$ cat config.mk
export PLATFORM = sky130hd
export DESIGN_NAME = irq_gate_top
export DESIGN_NICKNAME = d
export VERILOG_FILES = /design/src/rtl/irq_gate_pkg.sv /design/src/rtl/irq_gate_enable.sv /design/src/rtl/irq_gate_status.sv /design/src/rtl/irq_gate_defer.sv /design/src/rtl/irq_gate_top.sv
export SDC_FILE = /design/constraint.sdc
export NUM_CORES = 1
export LEC_CHECK = 0
export BUFFER_PORTS_ARGS = -buffer_cell sky130_fd_sc_hd__buf_2
export CORE_MARGIN = 3
export CORE_UTILIZATION = 36
export CTS_CLUSTER_DIAMETER = 100
export DETAILED_ROUTE_END_ITERATION = 10
export PLACE_DENSITY = 0.84
export SYNTH_ARGS = -nofsm -noshare
export SYNTH_HDL_FRONTEND = slang
export SYNTH_SLANG_ARGS = --single-unit
$ cat constraint.sdc
create_clock -name clk -period 1.8 [get_ports clk]
set_input_delay 0.18 -clock clk [delete_from_list [all_inputs] [get_ports clk]]
set_output_delay 0.18 -clock clk [all_outputs]
set_load 0.01 [all_outputs]
$ cat src/rtl/irq_gate_pkg.sv
package irq_gate_pkg;
  localparam int unsigned NSRC   = 4;
  localparam int unsigned DATA_W = 32;
  // Register select codes
  localparam logic SEL_ENABLE = 1'b0;
  localparam logic SEL_STATUS = 1'b1;
  // Sources that fire without waiting for a threshold tick
  localparam logic [NSRC-1:0] IMMEDIATE_MASK = 4'b1100;
endpackage

$ cat src/rtl/irq_gate_enable.sv
module irq_gate_enable #(
  parameter int unsigned N = 4
) (
  input  logic         clk,
  input  logic         rst_n,
  input  logic         load,
  input  logic [N-1:0] load_val,
  output logic [N-1:0] en_q
);
  always_ff @(posedge clk) begin
    if (!rst_n)    en_q <= '0;
    else if (load) en_q <= load_val;
  end
endmodule

$ cat src/rtl/irq_gate_status.sv
module irq_gate_status #(
  parameter int unsigned N = 4
) (
  input  logic         clk,
  input  logic         rst_n,
  input  logic [N-1:0] hw_set,
  input  logic [N-1:0] sw_clr,
  output logic [N-1:0] sts_q
);
  logic [N-1:0] sts_d;

  // Set has priority over a clear in the same cycle
  always_comb sts_d = (sts_q & ~sw_clr) | hw_set;

  always_ff @(posedge clk) begin
    if (!rst_n) sts_q <= '0;
    else        sts_q <= sts_d;
  end
endmodule

$ cat src/rtl/irq_gate_defer.sv
module irq_gate_defer #(
  parameter int unsigned     N        = 4,
  parameter logic [N-1:0]    IMM_MASK = '0
) (
  input  logic         clk,
  input  logic         rst_n,
  input  logic [N-1:0] en_q,
  input  logic [N-1:0] sts_q,
  input  logic         tick,
  output logic         irq
);
  logic [N-1:0] hit;
  logic [N-1:0] qual;

  always_comb hit = en_q & sts_q;

  for (genvar i = 0; i < N; i++) begin : g_src
    if (IMM_MASK[i]) begin : g_now
      always_comb qual[i] = hit[i];
    end else begin : g_wait
      logic armed_q;
      // Arms on a tick while hit, drops as soon as hit goes away
      always_ff @(posedge clk) begin
        if (!rst_n) armed_q <= 1'b0;
        else        armed_q <= hit[i] & (armed_q | tick);
      end
      always_comb qual[i] = hit[i] & armed_q;
    end
  end

  always_comb irq = |qual;
endmodule

$ cat src/rtl/irq_gate_top.sv
module irq_gate_top
  import irq_gate_pkg::*;
(
  input  logic              clk,
  input  logic              rst_n,
  input  logic              reg_wr,
  input  logic              reg_sel,
  input  logic [DATA_W-1:0] reg_wdata,
  output logic [DATA_W-1:0] reg_rdata,
  input  logic [NSRC-1:0]   sts_set,
  input  logic              thresh_tick,
  output logic              irq
);
  logic [NSRC-1:0] en_q;
  logic [NSRC-1:0] sts_q;
  logic            en_load;
  logic [NSRC-1:0] sts_clr;

  always_comb begin
    en_load = reg_wr && (reg_sel == SEL_ENABLE);
    sts_clr = (reg_wr && (reg_sel == SEL_STATUS)) ? reg_wdata[NSRC-1:0] : '0;
  end

  irq_gate_enable #(.N(NSRC)) u_en (
    .clk(clk), .rst_n(rst_n), .load(en_load),
    .load_val(reg_wdata[NSRC-1:0]), .en_q(en_q)
  );

  irq_gate_status #(.N(NSRC)) u_sts (
    .clk(clk), .rst_n(rst_n), .hw_set(sts_set),
    .sw_clr(sts_clr), .sts_q(sts_q)
  );

  irq_gate_defer #(.N(NSRC), .IMM_MASK(IMMEDIATE_MASK)) u_defer (
    .clk(clk), .rst_n(rst_n), .en_q(en_q), .sts_q(sts_q),
    .tick(thresh_tick), .irq(irq)
  );

  always_comb begin
    reg_rdata = '0;
    reg_rdata[NSRC-1:0] = (reg_sel == SEL_STATUS) ? sts_q : en_q;
  end
endmodule

==> results.toml <==
[status]
status = "complete, no violations"

[floorplanning]
die_x_um = 49.0
rows = 14
start_util_pct = 40.9
dieArea_um2 = 2400
core_um2 = 1630
ioPinCount = 74
die_h_um = 49.0

[clocking]
root_buffer = "clkbuf_4"
cts_max_level = 1
postCtsHoldBufs = 0
clock-sinks = 10
cts_buffers = 3
clock_tree.buffer_depth = 2
post-cts-setup-buffers = 0
cts_tree = "yes"
cts_resized = 0
clkLatencyLatePin_ps = 260
clk_pin_slew_ps = 70

[timing]
finalHoldViolations = 0
fin_crit_ps = 1240
finalClockSkew_ps = 0.106
setup_viol = 0
fmax_mhz = 803
rsz0062_at_grt = "no"
maxSlewViolCount = 0
setup_tns_ps = 0
period_share_pct = 69.1

[grt]
antenna_found_initial = 0
grt_overflow = 0
globalRouteTotalUtil_pct = 9.02
grt_max_degree = 11
first_global_vias = 430
grt_pass1_wl_um = 1690

[logic_synthesis]
yosysWarningCount = 0
ys_seq_area_share_pct = 30.0
yosysUniqueCellTypes = 12
yosysTopAreaCell = "buf_4"
postSynthCellCount = 72
syn_area_um2 = 667
synthTopCellsByArea = "buf_4, dfxtp_1, nor2b_1"
ys_ff_latch = 10
syn_avg_cell_area_um2 = 9.26
synth_top_area_share_pct = 32.6

[setup_path]
start_kind = "register"
cpMaxStageDelayCell = "dfxtp_1"
end_kind = "output pin"
critPathArrivalTime_ps = 1060
crit_path_max_incr_delay_ps = 330
worstPathRequired_ps = 1620
crit_chain = "a22oi_1 -> nand3_1 -> buf_2"
worst-path-buf-inv = 1
critPathMaxFanout = 3
critical_path_class = "register to output pin"
path_delay_family = "flip-flops"

[hold_path]
hold_path.class = "input pin to register"

[finish]
final_cell_mix = "conb_1, buf_2, dfxtp_1, nor2b_1, nand3_1"
final_common_cell = "conb_1"
fillers = 162
synthToLayoutAreaGrowth_pct = 3.56
antennaDiodeCount = 0
drive_above_1_share_pct = 28.9
finalNetCount = 132

[drt]
num_vias = 470
post_drt_wl_per_cell_um = 9.75
drt-initial-drc-count = 1
route.detailed.drc = 0
ant_nets = 0
drt-pass1-iter-count = 2
routed_wl_um = 1110
via_per_inst = 4.12

[placed_design]
dpl.hpwl_um = 912
gp_congestion = 0.738
portBuffers = 17

[power]
finalPower_mw = 0.536
leakage_nw = 0.354
ir_worst_vdd_uv = 437
power_density_nw_per_um2 = 776

[flow_run]
drv_cap = 0
-- worst min-delay path: stages --
cell and delay, ps:
buf_2 70, a21oi_1 30, nor2b_1 90
-- cell type report --
| type | instances | area, um^2 | area share (%) |
|---|---|---|---|
| Multi-Input combinational cell | 59 | 339 | 49.1 |
| Sequential cell | 10 | 200 | 29.0 |
| Tap cell | 24 | 30.0 | 4.35 |
| Clock buffer | 4 | 36.3 | 5.25 |
| Timing Repair Buffer | 17 | 85.1 | 12.3 |
-- metrics by stage --
step / utilization, % / hold slack (ps) / cells / area [um^2] / worst slack, ps
after global routing: 42.4 / 157 / 114 / 691 / 451
after floorplan: - / 308 / 99 / 768 / 929
final: 42.4 / 141 / 114 / 691 / 555
after detailed placement: 40.2 / 417 / 110 / 654 / 729
after global placement: 40.2 / 408 / 110 / 654 / 730
after CTS: 42.4 / 139 / 114 / 691 / 537
-- final timing paths --
| path | start | end | slack (ps) | cells after the start |
|---|---|---|---|---|
| hold / removal | sts_set[1] | u_sts.sts_q[1] | 140 | 3 |
| setup reg to reg | u_sts.sts_q[0] | u_sts.sts_q[0] | 1160 | 2 |
| hold reg to reg | u_en.en_q[0] | u_defer.g_src[0].g_wait.armed_q | 490 | 1 |
| setup / recovery | u_sts.sts_q[2] | irq | 560 | 3 |
-- sequential cells by signal, summed over array words and instances (netlist names) --
name	cells
u_en.en_q	4
u_defer.g_src.g_wait.armed_q	2
u_sts.sts_q	4
-- power by group --
| part | internal, mW | leakage (nW) | total [mW] | switching [mW] |
|---|---|---|---|---|
| sequential | 0.233 | 0.0824 | 0.242 | 0.00982 |
| combinational | 0.0352 | 0.250 | 0.0919 | 0.0567 |
| clock | 0.123 | 0.0210 | 0.202 | 0.0791 |
-- logic make-up (layout without fill, tap and decap cells) --
logic type	count (synthesis)	count (layout)	share of synthesized area [%]
flip-flops	10	10	30.0
AO/OA/AOI/OAI	7	7	7.50
buffers and inverters	30	21	34.3
other	1	28	0.562
AND/OR/NAND/NOR	16	16	14.8
multiplexers	8	8	12.8
-- routing by layer --
layer | vias up | track usage, % | part of all wire, %
met5 | - | 0 | 0
met2 | 36 | 17.2 | 49
li1 | 220 | - | -
met1 | 211 | 8.67 | 37
met4 | 0 | 5.69 | 2.2
met3 | 3 | 1.83 | 12
-- synthesized netlist by cell type --
master	n
a21oi_1	4
mux2i_1	4
nand3_1	7
nor2b_1	8
buf_6	1
dfxtp_1	10
conb_1	1
o2111a_1	2
mux2_2	4
buf_4	29
a22oi_1	1
nor2b_4	1
Note: power is estimated with default switching activity, not from simulation.
